## config.mk

```make
export PLATFORM = sky130hd
export DESIGN_NAME = eth_rx_filter
export DESIGN_NICKNAME = d
export VERILOG_FILES = /design/src/rtl/eth_rx_pkg.sv /design/src/rtl/rx_addr_filter.sv /design/src/rtl/rx_crc_chk.sv /design/src/rtl/eth_rx_filter.sv
export SDC_FILE = /design/constraint.sdc
export NUM_CORES = 1
export LEC_CHECK = 0
export BUFFER_PORTS_ARGS = -buffer_cell sky130_fd_sc_hd__buf_2
export CAP_MARGIN = 15
export CORE_MARGIN = 1
export CORE_UTILIZATION = 56
export CTS_CLUSTER_DIAMETER = 100
export CTS_CLUSTER_SIZE = 25
export DETAILED_ROUTE_END_ITERATION = 16
export PLACE_DENSITY_LB_ADDON = 0.15
export RECOVER_POWER = 50
export SLEW_MARGIN = 10
export SYNTH_ARGS = -nofsm -noshare
export SYNTH_HDL_FRONTEND = slang
export SYNTH_SLANG_ARGS = --single-unit
```

## constraint.sdc

```tcl
create_clock -name clk_i -period 2.9 [get_ports clk_i]
set_input_delay 0.145 -clock clk_i [delete_from_list [all_inputs] [get_ports clk_i]]
set_output_delay 0.145 -clock clk_i [all_outputs]
set_load 0.1 [all_outputs]
```

## src/rtl/eth_rx_pkg.sv

```systemverilog
package eth_rx_pkg;

  localparam logic [7:0]  SFD_BYTE    = 8'hD5;
  localparam logic [31:0] CRC_POLY_R  = 32'hEDB88320;
  localparam logic [31:0] CRC_RESIDUE = 32'hDEBB20E3;
  localparam int          DA_BYTES    = 6;

  typedef enum logic [1:0] {
    MT_INDIV   = 2'd0,
    MT_BCAST   = 2'd1,
    MT_MCAST   = 2'd2,
    MT_PROMISC = 2'd3
  } match_e;

  function automatic logic [31:0] crc32_step(logic [31:0] crc, logic [7:0] data);
    logic [31:0] c;
    c = crc;
    for (int i = 0; i < 8; i++) begin
      if (c[0] ^ data[i]) c = (c >> 1) ^ CRC_POLY_R;
      else                c = c >> 1;
    end
    return c;
  endfunction

endpackage

```

## src/rtl/rx_addr_filter.sv

```systemverilog
module rx_addr_filter import eth_rx_pkg::*; (
  input  logic        clk_i,
  input  logic        rst_ni,
  input  logic        shift_i,
  input  logic [7:0]  byte_i,
  input  logic [47:0] station_addr_i,
  input  logic        ucast_en_i,
  input  logic        bcast_en_i,
  input  logic        mcast_en_i,
  input  logic        promisc_en_i,
  output logic [7:0]  oldest_o,
  output logic        accept_o,
  output match_e      match_o
);

  // Six-byte window: holds the address for the decision, then delays data for the buffer
  logic [47:0] win_q;
  logic [47:0] cand;
  logic        hit_ind, hit_bc, hit_mc, hit_pr;

  assign cand = {win_q[39:0], byte_i};

  always_ff @(posedge clk_i or negedge rst_ni) begin
    if (!rst_ni)      win_q <= '0;
    else if (shift_i) win_q <= cand;
  end

  assign oldest_o = win_q[47:40];

  always_comb begin
    hit_ind = ucast_en_i && (cand == station_addr_i);
    hit_bc  = bcast_en_i && (cand == '1);
    hit_mc  = mcast_en_i && cand[40];
    hit_pr  = promisc_en_i;
    accept_o = hit_ind | hit_bc | hit_mc | hit_pr;
    if (hit_ind)     match_o = MT_INDIV;
    else if (hit_bc) match_o = MT_BCAST;
    else if (hit_mc) match_o = MT_MCAST;
    else             match_o = MT_PROMISC;
  end

endmodule

```

## src/rtl/rx_crc_chk.sv

```systemverilog
module rx_crc_chk import eth_rx_pkg::*; (
  input  logic       clk_i,
  input  logic       rst_ni,
  input  logic       clear_i,
  input  logic       en_i,
  input  logic [7:0] byte_i,
  output logic       good_o
);

  logic [31:0] crc_q;

  always_ff @(posedge clk_i or negedge rst_ni) begin
    if (!rst_ni)      crc_q <= '1;
    else if (clear_i) crc_q <= '1;
    else if (en_i)    crc_q <= crc32_step(crc_q, byte_i);
  end

  assign good_o = (crc_q == CRC_RESIDUE);

endmodule

```

## src/rtl/eth_rx_filter.sv

```systemverilog
module eth_rx_filter import eth_rx_pkg::*; #(
  parameter int BUF_AW  = 11,
  parameter int LEN_W   = 16,
  parameter int MISS_W  = 8,
  parameter int MIN_LEN = 64
) (
  input  logic              clk_i,
  input  logic              rst_ni,
  input  logic              rx_crs_i,
  input  logic              rx_valid_i,
  input  logic [7:0]        rx_data_i,
  input  logic [47:0]       station_addr_i,
  input  logic              ucast_en_i,
  input  logic              bcast_en_i,
  input  logic              mcast_en_i,
  input  logic              promisc_en_i,
  input  logic              irq_bad_crc_en_i,
  input  logic              irq_runt_en_i,
  input  logic              host_release_i,
  output logic              buf_we_o,
  output logic [BUF_AW-1:0] buf_addr_o,
  output logic [7:0]        buf_wdata_o,
  output logic [LEN_W-1:0]  frame_len_o,
  output logic              crc_ok_o,
  output logic              runt_o,
  output logic [1:0]        match_o,
  output logic              irq_o,
  output logic [MISS_W-1:0] miss_cnt_o
);

  localparam logic [LEN_W-1:0]  LEN_MAX  = '1;
  localparam logic [LEN_W-1:0]  LEN_MIN  = LEN_W'(MIN_LEN);
  localparam logic [BUF_AW-1:0] WPTR_MAX = '1;
  localparam logic [MISS_W-1:0] MISS_MAX = '1;
  localparam logic [2:0]        FL_LAST  = 3'(DA_BYTES - 1);
  localparam logic [LEN_W-1:0]  DA_LAST  = LEN_W'(DA_BYTES - 1);

  typedef enum logic [2:0] {ST_HUNT, ST_ADDR, ST_BODY, ST_FLUSH, ST_DROP} st_e;

  st_e               st_q, st_d;
  logic [LEN_W-1:0]  cnt_q;
  logic [BUF_AW-1:0] wptr_q;
  logic              wfull_q;
  logic [2:0]        fl_q;
  logic              held_q;
  match_e            match_q, mout_q;
  logic [LEN_W-1:0]  len_q;
  logic              crc_ok_q, runt_q;
  logic [MISS_W-1:0] miss_q;
  logic              we_q;
  logic [BUF_AW-1:0] waddr_q;
  logic [7:0]        wdata_q;

  logic              byte_in, sof, shift, crc_en, wr, last_da, fin, notify, runt_now;
  logic [7:0]        flt_byte, oldest;
  logic              flt_accept, crc_good;
  match_e            flt_match;

  assign byte_in  = rx_crs_i && rx_valid_i;
  assign sof      = (st_q == ST_HUNT) && byte_in && (rx_data_i == SFD_BYTE);
  assign crc_en   = (st_q == ST_ADDR || st_q == ST_BODY) && byte_in;
  assign shift    = crc_en || (st_q == ST_FLUSH);
  assign flt_byte = (st_q == ST_FLUSH) ? 8'h00 : rx_data_i;
  assign wr       = ((st_q == ST_BODY && byte_in) || st_q == ST_FLUSH) && !wfull_q;
  assign last_da  = (st_q == ST_ADDR) && byte_in && (cnt_q == DA_LAST);
  assign fin      = (st_q == ST_FLUSH) && (fl_q == FL_LAST);
  assign runt_now = cnt_q < LEN_MIN;
  assign notify   = fin && (crc_good || irq_bad_crc_en_i) && (!runt_now || irq_runt_en_i);

  rx_addr_filter i_filter (
    .clk_i          (clk_i),
    .rst_ni         (rst_ni),
    .shift_i        (shift),
    .byte_i         (flt_byte),
    .station_addr_i (station_addr_i),
    .ucast_en_i     (ucast_en_i),
    .bcast_en_i     (bcast_en_i),
    .mcast_en_i     (mcast_en_i),
    .promisc_en_i   (promisc_en_i),
    .oldest_o       (oldest),
    .accept_o       (flt_accept),
    .match_o        (flt_match)
  );

  rx_crc_chk i_crc (
    .clk_i   (clk_i),
    .rst_ni  (rst_ni),
    .clear_i (sof),
    .en_i    (crc_en),
    .byte_i  (rx_data_i),
    .good_o  (crc_good)
  );

  always_comb begin
    st_d = st_q;
    unique case (st_q)
      ST_HUNT:  if (sof) st_d = ST_ADDR;
      ST_ADDR: begin
        if (!rx_crs_i)    st_d = ST_HUNT;
        else if (last_da) st_d = (flt_accept && !held_q) ? ST_BODY : ST_DROP;
      end
      ST_BODY:  if (!rx_crs_i) st_d = ST_FLUSH;
      ST_FLUSH: if (fin) st_d = ST_HUNT;
      ST_DROP:  if (!rx_crs_i) st_d = ST_HUNT;
      default:  st_d = ST_HUNT;
    endcase
  end

  always_ff @(posedge clk_i or negedge rst_ni) begin
    if (!rst_ni) begin
      st_q    <= ST_HUNT;
      cnt_q   <= '0;
      wptr_q  <= '0;
      wfull_q <= 1'b0;
      fl_q    <= '0;
      match_q <= MT_INDIV;
    end else begin
      st_q <= st_d;
      if (sof) begin
        cnt_q   <= '0;
        wptr_q  <= '0;
        wfull_q <= 1'b0;
        fl_q    <= '0;
      end else begin
        if (crc_en && cnt_q != LEN_MAX) cnt_q <= cnt_q + 1'b1;
        if (wr) begin
          wptr_q <= wptr_q + 1'b1;
          if (wptr_q == WPTR_MAX) wfull_q <= 1'b1;
        end
        if (st_q == ST_FLUSH) fl_q <= fl_q + 1'b1;
      end
      if (last_da) match_q <= flt_match;
    end
  end

  // Buffer port registered
  always_ff @(posedge clk_i or negedge rst_ni) begin
    if (!rst_ni) begin
      we_q    <= 1'b0;
      waddr_q <= '0;
      wdata_q <= '0;
    end else begin
      we_q <= wr;
      if (wr) begin
        waddr_q <= wptr_q;
        wdata_q <= oldest;
      end
    end
  end

  // Status, ownership and miss count
  always_ff @(posedge clk_i or negedge rst_ni) begin
    if (!rst_ni) begin
      held_q   <= 1'b0;
      len_q    <= '0;
      crc_ok_q <= 1'b0;
      runt_q   <= 1'b0;
      mout_q   <= MT_INDIV;
      miss_q   <= '0;
    end else begin
      if (notify) begin
        held_q   <= 1'b1;
        len_q    <= cnt_q;
        crc_ok_q <= crc_good;
        runt_q   <= runt_now;
        mout_q   <= match_q;
      end else if (host_release_i) begin
        held_q <= 1'b0;
      end
      if (last_da && flt_accept && held_q && miss_q != MISS_MAX) miss_q <= miss_q + 1'b1;
    end
  end

  assign buf_we_o    = we_q;
  assign buf_addr_o  = waddr_q;
  assign buf_wdata_o = wdata_q;
  assign frame_len_o = len_q;
  assign crc_ok_o    = crc_ok_q;
  assign runt_o      = runt_q;
  assign match_o     = mout_q;
  assign irq_o       = held_q;
  assign miss_cnt_o  = miss_q;

  AST_FLUSH_BOUND: assert property (@(posedge clk_i) disable iff (!rst_ni)
    st_q == ST_FLUSH |-> fl_q <= FL_LAST);
  AST_NO_WR_AFTER_DROP: assert property (@(posedge clk_i) disable iff (!rst_ni)
    $past(st_q) == ST_DROP |-> !buf_we_o);
  AST_IRQ_HOLD: assert property (@(posedge clk_i) disable iff (!rst_ni)
    irq_o && !host_release_i |=> irq_o);
  AST_LEN_FROZEN: assert property (@(posedge clk_i) disable iff (!rst_ni)
    irq_o && $past(irq_o) |-> $stable(frame_len_o));
  AST_NO_WR_WHILE_HELD: assert property (@(posedge clk_i) disable iff (!rst_ni)
    irq_o && $past(irq_o) |-> !buf_we_o);
  AST_MISS_ONLY_HELD: assert property (@(posedge clk_i) disable iff (!rst_ni)
    miss_cnt_o != $past(miss_cnt_o) |-> $past(irq_o));

endmodule

```

==> metrics.cfg <==
[run_status]
run_status = completed

[pwr]
powerDensity_nw_per_um2 = 1087
largest_vdd_supply_drop_mv = 0.7632
p_leak_nw = 4.336

[cells_and_area]
diodes = 0
nets = 940
multi_input_comb_area_um2 = 4068
layout-drive-gt1-share_pct = 30.00
seq_area_um2 = 4169
post_layout_nonfiller_instances = 1064
areaGrowthSynthToFinish_pct = 16.00
fillerInstances = 1157

[floorplanning]
die_width_um = 124.6
io-pin-count = 116
dieHeight_um = 124.6
fp.coreArea_um2 = 14590
core.rowCount = 44
initial_core_utilization_pct = 57.67
die_area_um2 = 15520

[clock_network]
numCtsBuffers = 17
clk_pin_slew_worst_paths_ns = 0.06
post-cts-setup-buffer-count = 0
clock_latency_ns = 0.43
htreeDepth = 4
clock_tree.root_cell = clkbuf_16
cts.sinks = 165
ctsLongestPathBuffers = 2
cts_resized = 0
clock_tree_from_tritoncts = yes

[logic_synthesis]
yosys_register_bits = 165
yosysMostFrequentCell = dfrtp_1
postSynth.topFlopCell = dfrtp_1
synth-async-reset-ratio_pct = 100.0
mappedNetlistNets = 822
synth-edff-count = 0
yosys.area.top_type_share_pct = 39.56
syn_area_per_cell_um2 = 11.23
synth_seq_area_share_pct = 49.55
synthDominantAreaCellType = dfrtp_1
synth.area.top_cells = dfrtp_1, dfstp_2, mux2_2
most_frequent_cells_after_synthesis = dfrtp_1, xnor2_1, mux2_2
synthesis.area_um2 = 8413
gate_count_after_technology_mapping = 749
ys_warn_count = 0
post_synth_num_cell_types = 57

[global_routing]
grt_start_max_net_pins = 97
grt_antenna_before_repair = 1
global_route_wire_length_before_repair_mm = 32.89
grt_pass1_vias = 6453
grtUsageTotal_pct = 26.79
remaining_global_route_overflow = 0

[timing]
final_cycle_share_pct = 84.88
rsz_0062_raised_after_global_routing = no
finalHoldViolCount = 0
final_period_minus_worst_setup_slack_ns = 2.461
timing.final.max_slew_violations = 0
fin_setup_tns_ns = 0
max_freq_ghz = 0.4063
clock_skew_ns = 0.009345
setup_viol = 0
max_slew_margin_pct = 17.24
worst_slew_pin_slew_ns = 1.241

[critical_path]
crit_type = flop to flop
timing.critical_path.to_type = flop
worstPathRequired_ns = 3.20
timing.critical_path.fanout_max = 20
setup.worst_path.start_class = flop
timing.critical_path.arrival_ns = 2.77

[route]
post_detailed_route_drc_marker_count = 0
detailedRoute.firstIterationViolations = 348
route.detailed.wl_per_inst_um = 18.32
viasPerCell = 5.787
drtPass1Iterations = 4
final_routed_wirelength_across_all_metal_layers_mm = 19.49
route.vias.total = 6157
antenna_violating_nets_post_route = 0

[placed_design]
io_buffers = 115
dpl.cell_count = 1031
detailed_place_hpwl_mm = 14.02
gp_congestion = 0.8740

[job]
drv_cap = 0

[min_path]
min_path_type = input port to flop

-- routing by layer --
metal / up-vias / routed length, um / part of all wire (%) / GRT usage [%]
met1: 3090 / 8517 / 44 / 35.04
li1: 2877 / - / - / -
met4: 0 / 359 / 1.8 / 9.072
met3: 31 / 955 / 4.9 / 6.271
met2: 159 / 9661 / 50 / 43.84
met5: - / 0 / 0 / 0
-- flip-flops by register name (all words and copies together) (netlist names), 3 cells and up --
register	flops
miss_cnt_o	8
i_filter.win_q	48
cnt_q	16
wptr_q	11
i_crc.crc_q	32
fl_q	3
st_q	3
buf_wdata_o	8
buf_addr_o	11
frame_len_o	16
-- cells in the final DEF (no fill, tap or decap), types with 17 or more instances in the layout --
master and count:
a21oi_1 43, buf_2 90, clkbuf_1 28, clkbuf_16 17
dfrtp_1 133, dfstp_2 32, mux2_2 74, nand2_1 41
nand4_1 30, nor2_1 44, nor3_1 29, o21ai_0 26
xnor2_1 89, xor2_1 38
-- cells by family (layout without fill, tap and decap cells) --
| logic type | count (synthesis) | count (layout) | share of synthesized area [%] |
|---|---|---|---|
| muxes | 77 | 77 | 10.32 |
| DFF | 165 | 165 | 49.55 |
| xor gates and xnor gates | 140 | 140 | 16.14 |
| adders and majority gates | 6 | 6 | 0.8923 |
| and+or+nand+nor | 211 | 211 | 13.27 |
| buffers and inverters | 45 | 176 | 2.231 |
| AOI/OAI and AO/OA | 105 | 105 | 7.600 |
-- final timing paths --
kind	start	endpoint	slack, ns	cells after the start
max in group asynchronous	rst_ni	i_filter.win_q[27]$_DFFE_PN0P_	0.79	3
min in group asynchronous	rst_ni	miss_cnt_o[4]$_DFFE_PN0P_	0.37	2
worst min-delay path	host_release_i	irq_o$_DFFE_PN0P_	0.03	3
worst min register to register	match_q[1]$_DFFE_PN0P_	match_q[1]$_DFFE_PN0P_	0.48	2
worst max register to register	i_crc.crc_q[23]$_DFFE_PN1P_	frame_len_o[7]$_DFFE_PN0P_	0.44	6
worst max-delay path	i_crc.crc_q[23]$_DFFE_PN1P_	frame_len_o[7]$_DFFE_PN0P_	0.44	6
-- area by class of cell --
type | count | area share [%]
clock buffer | 21 | 4.615
inverter | 14 | 0.5385
clock inverter | 11 | 1.321
multi-input combinational | 539 | 41.68
tap | 184 | 2.359
timing repair buffer | 130 | 6.769
sequential | 165 | 42.72
-- metrics by stage --
stage          utilization [%]  setup WS (ns)  hold WS [ns]  area [um2]  power (W)
2_1_floorplan                -         0.5514       -0.1506        8413   0.007407
3_3_place_gp             63.19         0.5055        0.2861        9219   0.008291
3_5_place_dp             63.19         0.4424        0.2999        9219   0.008416
4_1_cts                  67.23         0.4218       0.01080        9808    0.01069
5_1_grt                  66.90         0.2457       0.02185        9759    0.01125
6_report                 66.90         0.4385       0.02670        9759    0.01061
-- where the power goes --
group	switching [W]	internal, W
Combinational	0.00242	0.00206
Clock	0.000912	0.00129
Sequential	0.000771	0.00316
Total	0.00410	0.00651
-- repair_timing --
action	CTS	global route
hold buffers	1	0
endpoints found under the hold margin	75	0
setup endpoints to repair	0	0
-- worst max-delay path: stages, from the launching register on --
cell and delay, ns:
dfstp_2 0.55, or4b_1 0.45, nor4_1 0.29, nand4_1 0.19, a21oi_2 0.19, buf_4 0.29
mux2_2 0.38
(Power assumes the default switching activity.)
